$ cat src/rtl/hie_pkg.sv
package hie_pkg;
  typedef enum logic [1:0] {
    ST_IDLE  = 2'd0,
    ST_READ  = 2'd1,
    ST_BUMP  = 2'd2,
    ST_WRITE = 2'd3
  } hie_state_e;
endpackage

$ cat src/rtl/hie_ctrl_reg.sv
module hie_ctrl_reg #(
  parameter int FIELD_W = 5
) (
  input  logic               clk,
  input  logic               rst_n,
  input  logic               ctl_wr,
  input  logic               ctl_enable,
  input  logic [FIELD_W-1:0] ctl_field,
  input  logic               ovr_event,
  output logic               enable,
  output logic [FIELD_W-1:0] field,
  output logic               overrun
);
  always_ff @(posedge clk) begin
    if (!rst_n) begin
      enable  <= 1'b0;
      field   <= '0;
      overrun <= 1'b0;
    end else begin
      if (ctl_wr) begin
        enable <= ctl_enable;
        field  <= ctl_field;
      end
      if (ovr_event)   overrun <= 1'b1;
      else if (ctl_wr) overrun <= 1'b0;
    end
  end

  AST_OVR_STICKY: assert property (@(posedge clk) disable iff (!rst_n)
    (overrun && !ctl_wr) |=> overrun);
endmodule

$ cat src/rtl/hie_req_slot.sv
module hie_req_slot #(
  parameter int DATA_W = 12
) (
  input  logic              clk,
  input  logic              rst_n,
  input  logic              push,
  input  logic              pop,
  input  logic [DATA_W-1:0] din,
  output logic              full,
  output logic [DATA_W-1:0] dout
);
  always_ff @(posedge clk) begin
    if (!rst_n) begin
      full <= 1'b0;
      dout <= '0;
    end else if (push) begin
      full <= 1'b1;
      dout <= din;
    end else if (pop) begin
      full <= 1'b0;
    end
  end

  AST_SLOT_NO_CLOBBER: assert property (@(posedge clk) disable iff (!rst_n)
    (full && !pop) |-> !push);
endmodule

$ cat src/rtl/hie_counter.sv
module hie_counter #(
  parameter int WORD_W = 16
) (
  input  logic              clk,
  input  logic              rst_n,
  input  logic              load,
  input  logic              bump,
  input  logic [WORD_W-1:0] din,
  output logic [WORD_W-1:0] count
);
  always_ff @(posedge clk) begin
    if (!rst_n)    count <= '0;
    else if (load) count <= din;
    else if (bump) count <= count + 1'b1;
  end
endmodule

$ cat src/rtl/hie_bus_seq.sv
module hie_bus_seq
  import hie_pkg::*;
#(
  parameter int ADDR_W = 18
) (
  input  logic              clk,
  input  logic              rst_n,
  input  logic              start,
  input  logic [ADDR_W-1:0] start_addr,
  input  logic              bus_ack,
  output logic              bus_req,
  output logic              bus_we,
  output logic              bus_lock,
  output logic [ADDR_W-1:0] bus_addr,
  output logic              cnt_load,
  output logic              cnt_bump,
  output logic              idle
);
  hie_state_e state_q;
  logic [ADDR_W-1:0] addr_q;

  always_ff @(posedge clk) begin
    if (!rst_n) begin
      state_q <= ST_IDLE;
      addr_q  <= '0;
    end else begin
      unique case (state_q)
        ST_IDLE:  if (start) begin
                    addr_q  <= start_addr;
                    state_q <= ST_READ;
                  end
        ST_READ:  if (bus_ack) state_q <= ST_BUMP;
        ST_BUMP:  state_q <= ST_WRITE;
        ST_WRITE: if (bus_ack) state_q <= ST_IDLE;
        default:  state_q <= ST_IDLE;
      endcase
    end
  end

  always_comb begin
    bus_req  = (state_q == ST_READ) || (state_q == ST_WRITE);
    bus_we   = (state_q == ST_WRITE);
    bus_lock = (state_q != ST_IDLE);
    bus_addr = addr_q;
    cnt_load = (state_q == ST_READ) && bus_ack;
    cnt_bump = (state_q == ST_BUMP);
    idle     = (state_q == ST_IDLE);
  end

  AST_REQ_HELD: assert property (@(posedge clk) disable iff (!rst_n)
    (bus_req && !bus_ack) |=> (bus_req && $stable(bus_we) && $stable(bus_addr)));
  AST_READ_THEN_WRITE: assert property (@(posedge clk) disable iff (!rst_n)
    (bus_req && bus_ack && !bus_we) |=> !bus_req ##1 (bus_req && bus_we));
  AST_LOCK_COVERS_REQ: assert property (@(posedge clk) disable iff (!rst_n)
    bus_req |-> bus_lock);
  AST_LOCK_DROPS_AFTER_WRITE: assert property (@(posedge clk) disable iff (!rst_n)
    (bus_req && bus_we && bus_ack) |=> !bus_lock);
endmodule

$ cat src/rtl/hist_incr_engine.sv
module hist_incr_engine #(
  parameter int FIELD_W = 5,
  parameter int INDEX_W = 12,
  parameter int WORD_W  = 16,
  localparam int ADDR_W = FIELD_W + INDEX_W + 1
) (
  input  logic               clk,
  input  logic               rst_n,
  input  logic               ctl_wr,
  input  logic               ctl_enable,
  input  logic [FIELD_W-1:0] ctl_field,
  output logic               stat_enable,
  output logic [FIELD_W-1:0] stat_field,
  output logic               stat_overrun,
  input  logic               dev_valid,
  output logic               dev_ready,
  input  logic [INDEX_W-1:0] dev_value,
  output logic               bus_req,
  output logic               bus_we,
  output logic               bus_lock,
  output logic [ADDR_W-1:0]  bus_addr,
  output logic [WORD_W-1:0]  bus_wdata,
  input  logic               bus_ack,
  input  logic [WORD_W-1:0]  bus_rdata
);
  logic               slot_full, seq_idle, push, pop, ovr_event;
  logic               cnt_load, cnt_bump;
  logic [INDEX_W-1:0] slot_value;
  logic [ADDR_W-1:0]  start_addr;

  assign pop        = seq_idle && slot_full && stat_enable;
  assign dev_ready  = stat_enable && (!slot_full || seq_idle);
  assign push       = dev_valid && dev_ready;
  assign ovr_event  = dev_valid && stat_enable && !dev_ready;
  assign start_addr = {stat_field, slot_value, 1'b0};

  hie_ctrl_reg #(.FIELD_W(FIELD_W)) i_ctrl (
    .clk(clk), .rst_n(rst_n), .ctl_wr(ctl_wr), .ctl_enable(ctl_enable),
    .ctl_field(ctl_field), .ovr_event(ovr_event), .enable(stat_enable),
    .field(stat_field), .overrun(stat_overrun));

  hie_req_slot #(.DATA_W(INDEX_W)) i_slot (
    .clk(clk), .rst_n(rst_n), .push(push), .pop(pop), .din(dev_value),
    .full(slot_full), .dout(slot_value));

  hie_bus_seq #(.ADDR_W(ADDR_W)) i_seq (
    .clk(clk), .rst_n(rst_n), .start(pop), .start_addr(start_addr),
    .bus_ack(bus_ack), .bus_req(bus_req), .bus_we(bus_we), .bus_lock(bus_lock),
    .bus_addr(bus_addr), .cnt_load(cnt_load), .cnt_bump(cnt_bump), .idle(seq_idle));

  hie_counter #(.WORD_W(WORD_W)) i_cnt (
    .clk(clk), .rst_n(rst_n), .load(cnt_load), .bump(cnt_bump),
    .din(bus_rdata), .count(bus_wdata));

  // Checker state: word seen on the last read acknowledge
  logic [WORD_W-1:0] seen_rdata;
  always_ff @(posedge clk) begin
    if (!rst_n) seen_rdata <= '0;
    else if (bus_req && !bus_we && bus_ack) seen_rdata <= bus_rdata;
  end

  AST_WRITE_IS_INCREMENT: assert property (@(posedge clk) disable iff (!rst_n)
    (bus_req && bus_we) |-> (bus_wdata == WORD_W'(seen_rdata + 1'b1)));
  AST_ADDR_FROM_FIELD: assert property (@(posedge clk) disable iff (!rst_n)
    $rose(bus_lock) |-> ((bus_addr[ADDR_W-1 -: FIELD_W] == $past(stat_field)) && !bus_addr[0]));
  AST_NO_START_DISABLED: assert property (@(posedge clk) disable iff (!rst_n)
    $rose(bus_lock) |-> $past(stat_enable));
  AST_NO_READY_DISABLED: assert property (@(posedge clk) disable iff (!rst_n)
    !stat_enable |-> !dev_ready);
endmodule

$ cat config.mk
export PLATFORM = sky130hd
export DESIGN_NAME = hist_incr_engine
export DESIGN_NICKNAME = d
export VERILOG_FILES = /design/src/rtl/hie_pkg.sv /design/src/rtl/hie_ctrl_reg.sv /design/src/rtl/hie_req_slot.sv /design/src/rtl/hie_counter.sv /design/src/rtl/hie_bus_seq.sv /design/src/rtl/hist_incr_engine.sv
export SDC_FILE = /design/constraint.sdc
export NUM_CORES = 1
export LEC_CHECK = 0
export ABC_AREA = 1
export BUFFER_PORTS_ARGS = -buffer_cell sky130_fd_sc_hd__buf_2
export CAP_MARGIN = 15
export CORE_ASPECT_RATIO = 1.75
export CORE_UTILIZATION = 35
export CTS_CLUSTER_DIAMETER = 80
export CTS_CLUSTER_SIZE = 40
export DETAILED_ROUTE_END_ITERATION = 6
export PLACE_DENSITY = 0.56
export SYNTH_ARGS = -nofsm -noshare
export SYNTH_HDL_FRONTEND = slang
export SYNTH_SLANG_ARGS = --single-unit
$ cat constraint.sdc
create_clock -name clk -period 2.9 [get_ports clk]
set_input_delay 0.435 -clock clk [delete_from_list [all_inputs] [get_ports clk]]
set_output_delay 0.435 -clock clk [all_outputs]
set_load 0.1 [all_outputs]
* Word-level counts from Yosys, hierarchy flattened
Index checks and enable logic that the tools add are counted.
Word-level totals: register bits 55, input port bits 39, logic and storage cells 43
Cells by class: add/sub/neg operators 1, equality and inequality tests 6, muxes and demuxes 10, reduce and logical (&&, ||, !) cells 18
Operator list (number):
- 16-bit two-way mux | 2
- 16-bit by 1-bit adder with 16-bit output (second input constant) | 1
- 2-bit case mux with 4 select lines | 1
- 2-bit nonzero test | 4
- 1-bit logical AND | 7
- 2-bit two-way mux | 3
- 2-bit == test (second input constant) | 2
- 1-bit two-way mux | 4
- 2-bit by 1-bit inequality test with 1-bit output (second input constant) | 2
- 3-bit AND reduction | 1
- 2-bit by 1-bit == test with 1-bit output (second input constant) | 1
- 1-bit zero test | 2
- 2-bit zero test | 1
- 1-bit logical OR | 2
- 2-bit inequality test (second input constant) | 1
- 2-bit AND reduction | 1

* Depth between registers and ports, before layout
depth after elaboration 6, gate-level depth with buffers 11, mapped depth without buffers 10

* Modules after synthesis
From an unflattened synthesis, not the netlist that was laid out.
Second synthesis, totals: cell total of the unflattened synthesis 350, area total of the unflattened synthesis 2613.8 um2
Modules (own cells, without submodules):
- hie_counter | instances 1, cells an instance 148, area each 1012.2 um2, sequential area each 320.3 um2
- hie_bus_seq | instances 1, cells an instance 105, area each 835.8 um2, sequential area each 400.4 um2
- hie_req_slot | instances 1, cells an instance 57, area each 486.7 um2, sequential area each 260.2 um2
- hie_ctrl_reg | instances 1, cells an instance 30, area each 239.0 um2, sequential area each 140.1 um2
- hist_incr_engine | instances 1, cells an instance 10, area each 40.0 um2, sequential area each 0.0 um2

* Worst setup path before layout
No wires, ideal clock.
kind reg-to-reg, start point register i_ctrl.enable, end point register i_slot.dout[0], library setup time 116 ps, data arrival time 2583 ps, data required time 2784 ps, path slack 202 ps, stages on the path, launching flop included 6, buffers on the path 1, clock period less this slack 2698 ps, cell sequence dfxtp_1 a21boi_2 nand2_2 clkbuf_2 o21ai_0 nor2_1
On the way: longest elaborated chain between the ends 2
RTL lines:
- start: declaration | RTL line hie_ctrl_reg.sv:10 | output logic enable,
- start signal: assignment | RTL line hie_ctrl_reg.sv:21 | enable <= ctl_enable;
- 1-bit logical AND | RTL line hist_incr_engine.sv:32 | assign dev_ready = stat_enable && (!slot_full || seq_idle);
- net dev_ready | RTL line hist_incr_engine.sv:16 | output logic dev_ready,
- 1-bit logical AND | RTL line hist_incr_engine.sv:33 | assign push = dev_valid && dev_ready;
- end signal: assignment | RTL line hie_req_slot.sv:18 | dout <= din;
- end: declaration | RTL line hie_req_slot.sv:10 | output logic [DATA_W-1:0] dout
The timed path passes the listed nets, and every way through them passes these cells. A chain may end at the register's enable or synchronous reset.

* Worst setup path after layout
start point register i_seq.state_q[0], end point output port dev_ready
On the way: longest elaborated chain between the ends 3
RTL lines:
- start: declaration | RTL line hie_bus_seq.sv:19 | hie_state_e state_q;
- start signal: assignment | RTL line hie_bus_seq.sv:24 | state_q <= ST_IDLE;
- start signal: assignment | RTL line hie_bus_seq.sv:30 | state_q <= ST_READ;
- start signal: assignment | RTL line hie_bus_seq.sv:32 | ST_READ: if (bus_ack) state_q <= ST_BUMP;
- 2-bit zero test | RTL line hie_bus_seq.sv:47 | idle = (state_q == ST_IDLE);
- 1-bit logical OR | RTL line hist_incr_engine.sv:32
- 1-bit logical AND | RTL line hist_incr_engine.sv:32
- end: declaration | RTL line hist_incr_engine.sv:16
No other way between the ends.

==> reports/results.ini <==
[flow_run]
maxCapViolCount = 0

[routing]
drcViolationCount = 0
drt_iter0_drc = 100
drt-total-wl_um = 7170
viasPerCell = 4.87
first_pass_iters = 4
postRouteAntennaNets = 0
routedWlPerCell_um = 13.4
route.vias.total = 2608

[worst_setup_path]
worstSetupPathType = flop to primary output
rrSetupSlack_ps = 910
worstPathCellList = inv_1, ha_1, inv_2, a21boi_2, buf_2
critPathLaunchType = flop
cp_slowest_cell = buf_2
r2r_cells = 6
crit_path_end_kind = primary output
cp_data_required_time_ps = 2470
r2r_end = i_seq.bus_addr[2]$_SDFFE_PN0P_
cp_data_arrival_time_ps = 1670
critical_path.max_stage_delay_ps = 440
r2r-start = i_seq.state_q[0]$_SDFFE_PN0P_
worst-path-max-fanout = 4

[hold_path]
min-delay-start = ctl_field[3]
min_path_type = input pin to flop
min_path_cells = 3
min_to = i_ctrl.field[3]$_SDFFE_PN0P_

[timing]
final.period_utilization_pct = 72.4
worst_pin_slew_ps = 823
hold_violations = 0
period_needed_ps = 2100
hold_slack_ps = 358
fmax_ghz = 0.476
slew_headroom_pct = 45.1
report.final.setup_viol = 0
setup_tns_ps = 0
maxSlewViolCount = 0
rsz0062_at_grt = false
fin_worst_skew_ps = 3.86

[logic_synthesis]
synth_fp_nets = 422
ys_warn_count = 0
yosys_register_bits = 55
ys.flop_type = dfxtp_1
syn-cell-area_um2 = 2650
synth_seq_area_share_pct = 41.5
yosys-top-cells-area = dfxtp_1 (41%), nand2_1 (13%), nor2_1 (7.5%)
synthArstFlopShare_pct = 0
netlist_top_cells_count = nand2_1 (91), dfxtp_1 (55), nor2_1 (53), inv_1 (30), o21ai_0 (29)
yosysTopAreaCell = dfxtp_1
ys_types = 34
syn-instance-count = 377
avgSynthCellArea_um2 = 7.04
yosysMostFrequentCell = nand2_1
synth_top_area_share_pct = 41.5
synth_edf_count = 0

[cts]
post-cts-setup-buffer-count = 0
cts_hold_buffers = 0
clock-sinks = 55
cts-root-buf = clkbuf_16
cts_tree = built
numCtsBuffers = 5
cts_resized = 0
cts_buffer_depth = 2
clock_latency_ps = 300
clkTransAtPathRegs_ps = 70
cts-htree-levels = 2

[floorplan]
io_pins = 84
initial_utilization_pct = 36.4
num_rows = 41
die-height_um = 117
core_area_um2 = 7280
dieWidth_um = 67.8
dieArea_um2 = 7950

[cells_and_area]
fin_util_pct = 44.1
area_growth_pct = 21.0
stdcell_count = 535
finish.net_count = 493
drive_gt1_share_pct = 26.3
antennaDiodeCount = 0

[place]
place.gp.congestion = 0.841
port_buffers = 82
place_hpwl_um = 5260
placed_cells = 527

[grt]
grt_max_degree = 27
grt_use_total_pct = 19.2
grt_overflow = 0
grt_pass1_vias = 2469
antenna_found_initial = 0
grt_pass1_wl_um = 11300

[outcome]
status = finished clean

[pwr]
finalPower_mw = 2.58
p_leak_nw = 1.48
p_per_area_nw_per_um2 = 803
vdd_drop_max_uv = 871

routing by layer:
metal / part of all wire, % / global-route usage, % / vias to the layer above
met5: 0 / 0 / -
met4: 3.5 / 9.72 / 0
met3: 5.2 / 3.78 / 14
met2: 54 / 35.9 / 95
met1: 38 / 19.2 / 1160
li1: - / - / 1339
cell families after synthesis:
logic type	count (synthesis)	share of synthesized area [%]
and+or+nand+nor	191	31.2
AOI/OAI and AO/OA	68	14.2
buffers and inverters	56	10.1
DFF	55	41.5
adders and majority gates	6	2.83
other	1	0.141
through the flow:
step | cell area, um^2 | worst slack, ps
after floorplan | 2650 | 202
after detailed placement | 3060 | 860
after global placement | 3060 | 981
after CTS | 3210 | 790
final | 3210 | 800
after global routing | 3210 | 688
report_power, final:
part	internal [mW]	switching, mW
sequential	0.820	0.0711
clock	0.330	0.302
combinational	0.220	0.835
critical path: cells and delay by family (launching register included):
kind | cells | cell delay (ps)
AOI/OAI and AO/OA | 1 | 150
adders and majority gates | 1 | 250
buffers and inverters | 3 | 630
DFF | 1 | 340
worst max-delay path by stage:
| stage | from | end | cells after the start |
|---|---|---|---|
| floorplan | i_ctrl.enable$_SDFFE_PN0P_ | i_slot.dout[0]$_SDFFE_PN0P_ | 5 |
| finish | i_seq.state_q[0]$_SDFFE_PN0P_ | dev_ready | 5 |
| global placement | i_seq.state_q[0]$_SDFFE_PN0P_ | i_seq.bus_addr[9]$_SDFFE_PN0P_ | 6 |
| global route | i_seq.state_q[0]$_SDFFE_PN0P_ | dev_ready | 5 |
| CTS | i_seq.state_q[0]$_SDFFE_PN0P_ | dev_ready | 5 |
| detailed placement | i_seq.state_q[0]$_SDFFE_PN0P_ | i_seq.bus_addr[1]$_SDFFE_PN0P_ | 6 |
cell type report:
type	count	area, um^2
timing repair buffer	85	433
sequential	55	1100
multi-input combinational	266	1280
tap	86	108
fill	789	4070
clock inverter	3	27.5
clock buffer	5	125
inverter	35	131
sequential cells by signal (all words and copies together) (netlist names):
name	count
i_ctrl.enable	1
i_seq.bus_addr	17
i_ctrl.field	5
i_slot.full	1
i_cnt.count	16
i_seq.state_q	2
i_slot.dout	12
i_ctrl.overrun	1
cell usage in the layout, fill, tap and decap left out, types with 2 or more instances in the layout:
| cell | netlist | final |
|---|---|---|
| buf_4 | 6 | 3 |
| nand2_1 | 91 | 91 |
| nand4_1 | 4 | 4 |
| nand3_1 | 25 | 25 |
| inv_1 | 30 | 30 |
| a21oi_2 | 2 | 2 |
| dfxtp_1 | 55 | 55 |
| nor2_2 | 3 | 3 |
| o211ai_1 | 4 | 4 |
| ha_1 | 6 | 6 |
| buf_2 | 6 | 82 |
| nor2_1 | 53 | 53 |
| nor2_4 | 3 | 3 |
| a21oi_1 | 27 | 27 |
| clkbuf_16 | 0 | 5 |
| o21ai_0 | 29 | 29 |
| nand3_2 | 2 | 2 |
| nand2_2 | 7 | 7 |
| inv_2 | 4 | 4 |
Power figures use the tool's default switching activity.
